==> config.mk <==
export PLATFORM = sky130hd
export DESIGN_NAME = pol_irq_agg
export DESIGN_NICKNAME = d
export VERILOG_FILES = /design/src/rtl/pol_irq_pkg.sv /design/src/rtl/pol_irq_sync.sv /design/src/rtl/pol_irq_pend.sv /design/src/rtl/pol_irq_regs.sv /design/src/rtl/pol_irq_agg.sv
export SDC_FILE = /design/constraint.sdc
export NUM_CORES = 1
export LEC_CHECK = 0
export BUFFER_PORTS_ARGS = -buffer_cell sky130_fd_sc_hd__buf_2
export CORE_UTILIZATION = 33
export DETAILED_ROUTE_END_ITERATION = 12
export HOLD_SLACK_MARGIN = 0.06
export RECOVER_POWER = 100
export SYNTH_ARGS = -nofsm -noshare
export SYNTH_HDL_FRONTEND = slang
export SYNTH_HIERARCHICAL = 1
export SYNTH_SLANG_ARGS = --single-unit
==> constraint.sdc <==
create_clock -name clk -period 1.3 [get_ports clk]
set_input_delay 0.065 -clock clk [delete_from_list [all_inputs] [get_ports clk]]
set_output_delay 0.065 -clock clk [all_outputs]
set_load 0.01 [all_outputs]
==> src/rtl/pol_irq_pkg.sv <==
package pol_irq_pkg;

    localparam int NUM_LINES  = 16;
    localparam int BUS_DATA_W = 16;
    localparam int BUS_ADDR_W = 4;
    localparam int CTRL_W     = 3;
    localparam int ACC_EN_BIT = 2;

    // default line assignment
    localparam int LINE_NET   = 12;
    localparam int LINE_EXP_A = 6;
    localparam int LINE_EXP_B = 5;
    localparam int LINE_EXP_C = 4;
    localparam int LINE_EXP_D = 3;

    typedef enum logic [1:0] {
        SEL_CTRL  = 2'd0,
        SEL_MASK  = 2'd1,
        SEL_POL   = 2'd2,
        SEL_REQ   = 2'd3
    } reg_sel_e;

    typedef struct packed {
        logic ctrl;
        logic mask;
        logic pol;
        logic req;
    } wr_stb_t;

    function automatic reg_sel_e decode_sel(input logic [1:0] word_idx);
        return reg_sel_e'(word_idx);
    endfunction

endpackage

==> src/rtl/pol_irq_sync.sv <==
module pol_irq_sync #(
    parameter int          W       = 16,
    parameter logic [W-1:0] RST_VAL = '1
) (
    input  logic         clk,
    input  logic         rst,
    input  logic [W-1:0] raw_i,
    output logic [W-1:0] sync_o
);
    logic [W-1:0] stage1_q, stage2_q;

    for (genvar i = 0; i < W; i++) begin : g_line
        always_ff @(posedge clk) begin
            if (rst) begin
                stage1_q[i] <= RST_VAL[i];
                stage2_q[i] <= RST_VAL[i];
            end else begin
                stage1_q[i] <= raw_i[i];
                stage2_q[i] <= stage1_q[i];
            end
        end
    end

    assign sync_o = stage2_q;

    logic [1:0] age_q;
    always_ff @(posedge clk) begin
        if (rst)              age_q <= '0;
        else if (age_q != 2'd2) age_q <= age_q + 2'd1;
    end

    // output lags input by exactly two edges
    p_two_stage_r4: assert property (@(posedge clk) disable iff (rst)
        (age_q == 2'd2) |-> (sync_o == $past(raw_i, 2)));

endmodule

==> src/rtl/pol_irq_pend.sv <==
module pol_irq_pend #(
    parameter int W = 16
) (
    input  logic         clk,
    input  logic         rst,
    input  logic [W-1:0] sync_i,
    input  logic [W-1:0] pol_i,
    input  logic         clr_we_i,
    input  logic [W-1:0] clr_keep_i,
    output logic [W-1:0] pend_o
);
    logic [W-1:0] active;
    logic [W-1:0] pend_q;

    for (genvar i = 0; i < W; i++) begin : g_line
        assign active[i] = pol_i[i] ? sync_i[i] : ~sync_i[i];

        always_ff @(posedge clk) begin
            if (rst)
                pend_q[i] <= 1'b0;
            else if (active[i])
                pend_q[i] <= 1'b1;
            else if (clr_we_i && !clr_keep_i[i])
                pend_q[i] <= 1'b0;
        end
    end

    assign pend_o = pend_q;

    logic past_ok_q;
    always_ff @(posedge clk) begin
        if (rst) past_ok_q <= 1'b0;
        else     past_ok_q <= 1'b1;
    end

    // an active line always ends up pending, clear or not
    p_active_sets_r3: assert property (@(posedge clk) disable iff (rst)
        past_ok_q |-> ((pend_q & $past(active)) == $past(active)));

    // without a clear write no pending bit falls
    p_sticky_r5: assert property (@(posedge clk) disable iff (rst)
        (past_ok_q && !$past(clr_we_i)) |-> (($past(pend_q) & ~pend_q) == '0));

    // zero bits of a clear drop pending unless the line was active
    p_clear_r6: assert property (@(posedge clk) disable iff (rst)
        (past_ok_q && $past(clr_we_i)) |->
            ((pend_q & ~$past(clr_keep_i) & ~$past(active)) == '0));

endmodule

==> src/rtl/pol_irq_regs.sv <==
module pol_irq_regs
    import pol_irq_pkg::*;
#(
    parameter int LINES  = NUM_LINES,
    parameter int DATA_W = BUS_DATA_W,
    parameter int ADDR_W = BUS_ADDR_W
) (
    input  logic              clk,
    input  logic              rst,
    input  logic [ADDR_W-1:0] addr_i,
    input  logic              we_i,
    input  logic [DATA_W-1:0] wdata_i,
    input  logic [LINES-1:0]  pend_i,
    output logic [LINES-1:0]  mask_o,
    output logic [LINES-1:0]  pol_o,
    output logic              clr_we_o,
    output logic [LINES-1:0]  clr_keep_o,
    output logic [DATA_W-1:0] rdata_o
);
    localparam int PAD_W = DATA_W - LINES;
    localparam int CPAD_W = DATA_W - CTRL_W;

    reg_sel_e          sel;
    wr_stb_t           stb;
    logic [CTRL_W-1:0] ctrl_q;
    logic [LINES-1:0]  mask_q, pol_q;
    logic              acc_en;
    logic              unused_addr_lo;

    assign sel            = decode_sel(addr_i[3:2]);
    assign acc_en         = ctrl_q[ACC_EN_BIT];
    assign unused_addr_lo = ^addr_i[1:0];

    always_comb begin
        stb = '0;
        if (we_i) begin
            case (sel)
                SEL_CTRL: stb.ctrl = 1'b1;
                SEL_MASK: stb.mask = acc_en;
                SEL_POL:  stb.pol  = acc_en;
                SEL_REQ:  stb.req  = acc_en;
                default:  stb      = '0;
            endcase
        end
    end

    always_ff @(posedge clk) begin
        if (rst) begin
            ctrl_q <= '0;
            mask_q <= '1;
            pol_q  <= '0;
        end else begin
            if (stb.ctrl) ctrl_q <= wdata_i[CTRL_W-1:0];
            if (stb.mask) mask_q <= wdata_i[LINES-1:0];
            if (stb.pol)  pol_q  <= wdata_i[LINES-1:0];
        end
    end

    assign mask_o     = mask_q;
    assign pol_o      = pol_q;
    assign clr_we_o   = stb.req;
    assign clr_keep_o = wdata_i[LINES-1:0];

    always_comb begin
        rdata_o = '0;
        case (sel)
            SEL_CTRL: rdata_o = {{CPAD_W{1'b0}}, ctrl_q};
            SEL_MASK: if (acc_en) rdata_o = {{PAD_W{1'b0}}, mask_q};
            SEL_POL:  if (acc_en) rdata_o = {{PAD_W{1'b0}}, pol_q};
            SEL_REQ:  if (acc_en) rdata_o = {{PAD_W{1'b0}}, pend_i};
            default:  rdata_o = '0;
        endcase
    end

    logic past_ok_q;
    always_ff @(posedge clk) begin
        if (rst) past_ok_q <= 1'b0;
        else     past_ok_q <= 1'b1;
    end

    // with access disabled the gated registers hold
    p_gate_hold_r2: assert property (@(posedge clk) disable iff (rst)
        (past_ok_q && !$past(acc_en)) |-> ($stable(mask_q) && $stable(pol_q)));

    // no clear reaches the pending logic while disabled
    p_gate_clr_r2: assert property (@(posedge clk) disable iff (rst)
        !acc_en |-> !clr_we_o);

endmodule

==> src/rtl/pol_irq_agg.sv <==
module pol_irq_agg
    import pol_irq_pkg::*;
#(
    parameter int LINES  = NUM_LINES,
    parameter int DATA_W = BUS_DATA_W,
    parameter int ADDR_W = BUS_ADDR_W
) (
    input  logic              clk,
    input  logic              rst,
    input  logic [LINES-1:0]  irq_in,
    input  logic [ADDR_W-1:0] bus_addr,
    input  logic              bus_we,
    input  logic [DATA_W-1:0] bus_wdata,
    output logic [DATA_W-1:0] bus_rdata,
    output logic              irq_out
);
    logic [LINES-1:0] sync_lines, pol, mask, pend, clr_keep;
    logic             clr_we;

    pol_irq_sync #(.W(LINES), .RST_VAL({LINES{1'b1}})) u_sync (
        .clk    (clk),
        .rst    (rst),
        .raw_i  (irq_in),
        .sync_o (sync_lines)
    );

    pol_irq_pend #(.W(LINES)) u_pend (
        .clk        (clk),
        .rst        (rst),
        .sync_i     (sync_lines),
        .pol_i      (pol),
        .clr_we_i   (clr_we),
        .clr_keep_i (clr_keep),
        .pend_o     (pend)
    );

    pol_irq_regs #(.LINES(LINES), .DATA_W(DATA_W), .ADDR_W(ADDR_W)) u_regs (
        .clk        (clk),
        .rst        (rst),
        .addr_i     (bus_addr),
        .we_i       (bus_we),
        .wdata_i    (bus_wdata),
        .pend_i     (pend),
        .mask_o     (mask),
        .pol_o      (pol),
        .clr_we_o   (clr_we),
        .clr_keep_o (clr_keep),
        .rdata_o    (bus_rdata)
    );

    assign irq_out = |(pend & ~mask);

    // fully masked means silent
    p_all_masked_r8: assert property (@(posedge clk) disable iff (rst)
        (&mask) |-> !irq_out);

    // nothing pending means silent
    p_none_pending_r8: assert property (@(posedge clk) disable iff (rst)
        (pend == '0) |-> !irq_out);

endmodule

After elaboration in Yosys (flattened, before gate mapping)
Index checks and enable logic that the tools add are counted.
{"block": "classes", "n_addsub": 0, "mul": 0, "div_mod_pow": 0, "order_cmp": 0, "eq_ne": 3, "n_shift": 0, "muxes": 57, "bitwise_logic": 18, "n_reduce_logical": 50}
{"op": "$pmux 16 s4", "n": 1}
{"op": "$mux 1", "n": 52}
{"op": "$mux 16", "n": 3}
{"op": "$reduce_bool 2->1", "n": 16}
{"op": "$and 16x16->16", "n": 1}
{"op": "$logic_and 1x1->1", "n": 16}
{"op": "$logic_not 1->1", "n": 16}
{"op": "$not 1->1", "n": 16}
{"op": "$not 16->16", "n": 1}
{"op": "$reduce_or 16->1", "n": 1}
{"op": "$eq 2x2->1 const B", "n": 2}
{"op": "$mux 4", "n": 1}
{"op": "$eq 2x1->1 const B", "n": 1}
{"op": "$logic_not 2->1", "n": 1}
{"block": "word_totals", "register_bits": 83, "latchBits": 0, "ramBits": 0, "mem_bits_ro": 0, "in_bits": 39, "word_cells": 179, "n_memories": 0}

Logic depth before layout (Yosys ltp)
{"block": "logic_depth", "ltp_word": 6, "depth_mapped": 7, "depth_no_buf": 4}

By module
Netlist, hierarchy kept.
{"mod": "pol_irq_regs", "instances": 1, "cells_each": 234, "area_per_inst_um2": 1959.4}
{"mod": "pol_irq_sync", "instances": 1, "cells_each": 67, "area_per_inst_um2": 874.6}
{"mod": "pol_irq_pend", "instances": 1, "cells_each": 68, "area_per_inst_um2": 732.0}
{"mod": "pol_irq_agg", "instances": 1, "cells_each": 21, "area_per_inst_um2": 178.9}

Worst setup path before layout
Ideal clock, no wire load.
{"block": "synth_path", "path_kind": "register to register", "start": "register u_regs.ctrl_q[2]", "end": "register u_pend.pend_q[0] (netlist: u_pend/pend_o[0])", "setup_time_ns": 0.118, "t_arrival_ns": 1.073, "required_ns": 1.182, "path_slack_ns": 0.109, "path_stages_with_launch": 7, "n_path_buf": 2, "synth_period_minus_slack_ns": 1.191, "path_cell_list": "dfxtp_1 -> buf_4 -> and4_1 -> inv_2 -> buf_12 -> o21ai_2 -> a21oi_2"}
{"block": "synth_between", "elab_chain_len": 4}
{"item": "start: declaration", "line": "pol_irq_regs.sv:25", "rtl": "logic [CTRL_W-1:0] ctrl_q;"}
{"item": "start signal: assignment", "line": "pol_irq_regs.sv:53", "rtl": "if (stb.ctrl) ctrl_q <= wdata_i[CTRL_W-1:0];"}
{"item": "$mux 1", "line": "pol_irq_regs.sv:37", "rtl": "case (sel)"}
{"item": "$mux 4", "line": "pol_irq_regs.sv:36", "rtl": "if (we_i) begin"}
{"item": "net clr_we", "line": "pol_irq_agg.sv:18", "rtl": "logic clr_we;"}
{"item": "$logic_and 1x1->1", "line": "pol_irq_pend.sv:23", "rtl": "else if (clr_we_i && !clr_keep_i[i])"}
{"item": "$reduce_bool 2->1 (no line)"}
{"item": "end signal: indexed assignment", "line": "pol_irq_pend.sv:20", "rtl": "pend_q[i] <= 1'b0;"}
{"item": "end signal: indexed assignment", "line": "pol_irq_pend.sv:22", "rtl": "pend_q[i] <= 1'b1;"}
{"item": "end signal: indexed assignment", "line": "pol_irq_pend.sv:24", "rtl": "pend_q[i] <= 1'b0;"}
{"item": "end: declaration", "line": "pol_irq_pend.sv:13", "rtl": "logic [W-1:0] pend_q;"}
The timed path passes the listed nets, and every way through them passes these cells.
A chain may end at the register's enable or synchronous reset.

Worst setup path in the final report
{"block": "layout_path", "start": "register u_pend.pend_q[3] (netlist: u_pend/pend_o[3])", "end": "output port irq_out"}
{"block": "layout_between", "elab_chain_len": 2}
{"item": "$and 16x16->16", "line": "pol_irq_agg.sv:51", "rtl": "assign irq_out = |(pend & ~mask);"}
{"item": "$reduce_or 16->1", "line": "pol_irq_agg.sv:51"}
{"item": "end: declaration", "line": "pol_irq_agg.sv:15", "rtl": "output logic irq_out"}
Every way passes these cells.

==> run_results.csv <==
group,metric,value,unit
global_route,grt-ovfl-total,0,
layout,multiInputGateArea,0.00183,sq mm
status,violations,"setup timing",
floorplanning,dieArea,0.0118,sq mm
layout,fillerInstances,1077,
power,combinationalPowerShare,0.094,
timing,fmaxAchievable,0.663,GHz
worst_setup_path,r2r_start,"u_regs/ctrl_q[2]$_SDFFE_PP0P_",
worst_setup_path,crit_arrival,1440,ps
power,internal-power,4620,uW
timing,hold_ws,104,ps
detailed_routing,num_vias,2889,
synth,synth_edf_count,0,
floorplanning,core_area,0.0109,sq mm
cts,cts_buffers,9,
synth,syn-cell-area,0.00374,sq mm
timing,finClkSkew,5.57,ps
cts,clk_pin_slew,60,ps
job,max-cap-violations,0,
power,pwr-share-clk,0.452,
synth,ys_seq_elements,83,
cts,clk_latency,330,ps
power,ir_drop,0.767,mV
hold_path,min_path_type,"in -> reg",
cts,clockBufferDepth,2,
detailed_routing,ant_nets,0,
timing,rsz0062_at_grt,"true",
worst_setup_path,worst_path_max_delay_cell,"a2111oi_4",
synth,synthMostInstantiatedCell,"dfxtp_1",
synth,yosys_warnings,6,
global_route,gr-usage-all-layers,0.158,
status,outcome,"finished, violations left",
timing,hold_viol,0,
floorplanning,dieHeight,109,um
worst_setup_path,reg2reg_slack,10,ps
timing,slew_headroom,0.624,
cts,cts_sinks,83,
floorplanning,io-pin-count,56,
synth,synth_commonest_cells,"83 x dfxtp_1, 69 x nand2_1, 32 x or2_1, 21 x buf_4, 20 x a21oi_2",
power,p_per_area,1210,mW/mm^2
worst_setup_path,cp-startpoint,"u_pend/pend_o[3]$_SDFFE_PP0P_",
worst_setup_path,worstPathMaxFanout,2,
cts,cts-root-buf,"clkbuf_16",
worst_setup_path,r2r_end,"u_regs/mask_o[12]$_SDFFE_PP1P_",
global_route,grt_start_max_net_pins,31,
detailed_routing,firstDrtPassIters,4,
timing,setup_slack,-209,ps
place,dp_hpwl,5640,um
power,p_sw,1270,uW
global_route,grt_first_pass_wirelength,14100,um
synth,async_flop_share,0,
cts,htreeDepth,3,
layout,final-seq-area,0.00169,sq mm
floorplanning,start_util,0.342,
synth,syn_area_per_cell,9.60,sq um
detailed_routing,drc,0,
worst_setup_path,end_kind,"primary output",
layout,fin_util,0.447,
layout,finalNetCount,511,
synth,yosys-top-cells-area,"dfxtp_1 44%, nand2_1 6.9%, or2_1 5.3%",
detailed_routing,dr.first_iter.drc_count,106,
power,total_power,5890,uW
layout,drive_above_1_share,0.369,
place,gp_congestion,0.739,
worst_setup_path,r2r_cells,6,
layout,area_growth,30.4,%
worst_setup_path,worstSetupEndpoint,"irq_out",
timing,finalCritPeriodShare,1.16,
worst_setup_path,cpPeakStageDelay,330,ps
timing,setup-violations-final,12,
synth,synthCells,390,
synth,synth_top_area_share,0.444,
detailed_routing,wl,8730,um
power,seq_power_share,0.454,
power,switching_share,0.215,
global_route,grt_pass1_vias,2800,
floorplanning,fp.dieW,109,um
timing,min_period,1510,ps
synth,yosys.area.top_type,"dfxtp_1",
synth,ys_types,33,
power,leakage,0.00198,uW
synth,syn-num-nets,429,
timing,slew_viol_final,0,
synth,synthFlopType,"dfxtp_1",
detailed_routing,via_per_inst,4.68,
cts,cts_tree,"done",
worst_setup_path,crit_required,1240,ps
synth,ys_seq_area_frac,0.444,
timing,worstMarginPinSlew,562,ps
detailed_routing,route.detailed.wl_per_inst,14.1,um
worst_setup_path,critPathLaunchType,"register",
layout,insertedDiodeCount,0,
global_route,antenna_found_initial,0,
worst_setup_path,path_class,"reg -> out",
place,portBuffers,53,
floorplanning,core.rowCount,38,
worst_setup_path,crit_chain,"nor2b_4 > a2111oi_4 > nand4_1 > buf_2",
[stage by stage]
stage / std cells / cell area [sq um] / setup TNS, ps / setup slack, ps
floorplan: 390 / 3740 / 0 / 109
global placement: 563 / 4090 / 0 / 47.6
detailed placement: 563 / 4090 / 0 / 22.1
CTS: 616 / 4880 / -751 / -242
global route: 617 / 4880 / -3310 / -267
finish: 617 / 4880 / -767 / -209
[metal layers]
metal / global-route usage / up-vias / part of all wire
li1: - / 1448 / -
met1: 0.207 / 1381 / 0.45
met2: 0.260 / 55 / 0.48
met3: 0.0325 / 5 / 0.054
met4: 0.0463 / 0 / 0.0091
met5: 0 / - / 0
[critical path: cells and delay by family (launching register included)]
| family | cells | cell delay, ps |
|---|---|---|
| AOI/OAI and AO/OA | 1 | 330 |
| buffers and inverters | 1 | 180 |
| DFF | 1 | 320 |
| and+or+nand+nor | 2 | 280 |
[placed cells by master (no fill, tap or decap), types with 12 or more instances in the layout]
| cell | netlist | routed |
|---|---|---|
| nor2_1 | 15 | 15 |
| buf_4 | 21 | 19 |
| or2_1 | 32 | 30 |
| xor2_1 | 16 | 16 |
| dfxtp_2 | 0 | 18 |
| dfxtp_1 | 83 | 63 |
| a21oi_1 | 15 | 12 |
| nand3b_1 | 17 | 17 |
| dlygate4sd3_1 | 0 | 32 |
| buf_2 | 6 | 52 |
| a21oi_2 | 20 | 23 |
| a22oi_2 | 0 | 12 |
| nand2_1 | 69 | 69 |
[cells by family after synthesis]
logic type	Yosys count	share of synthesized area
simple gates	155	0.224
xor+xnor	16	0.0374
mux	17	0.0578
buf+inv	47	0.0885
flops	83	0.444
compound gates	72	0.149
[power groups by stage]
stage,clock network [uW],registers [uW],logic [uW]
4_1_cts,2710,2670,556
5_1_grt,2840,2680,604
3_5_place_dp,0,2730,447
3_3_place_gp,0,2720,439
2_1_floorplan,0,2720,318
6_report,2660,2670,554
[how the worst min path moves through the flow]
stage	startpoint	end	slack, ps	depth (start not counted)
6_report	rst	u_pend/pend_o[8]$_SDFFE_PP0P_	100	2
5_1_grt	rst	u_pend/pend_o[8]$_SDFFE_PP0P_	120	2
4_1_cts	rst	u_regs/pol_o[8]$_SDFFE_PP0P_	110	2
3_5_place_dp	irq_in[8]	u_sync/stage1_q[8]$_SDFF_PP1_	250	2
3_3_place_gp	irq_in[8]	u_sync/stage1_q[8]$_SDFF_PP1_	240	2
2_1_floorplan	irq_in[10]	u_sync/stage1_q[10]$_SDFF_PP1_	160	1
[layout make-up]
cell class / count / share of cell area
Clock buffer: 12 / 0.0484
Clock inverter: 4 / 0.0154
Inverter: 7 / 0.00538
Multi-Input combinational cell: 260 / 0.375
Sequential cell: 83 / 0.346
Tap cell: 140 / 0.0359
Timing Repair Buffer: 111 / 0.173
[state kept, by name (all words and copies together) (netlist names)]
name / flops
u_sync/stage1_q: 16
u_regs/pol_o: 16
u_pend/pend_o: 16
u_regs/ctrl_q: 3
u_sync/sync_o: 16
u_regs/mask_o: 16
[what timing repair did]
action	CTS	global route
setup endpoints to repair	16	32
resized for setup	37	17
buffers inserted	5	1
pin swaps	8	7
endpoints found under the hold margin	59	0
hold buffers	32	0
No activity file was read; power rests on OpenSTA's default activity.
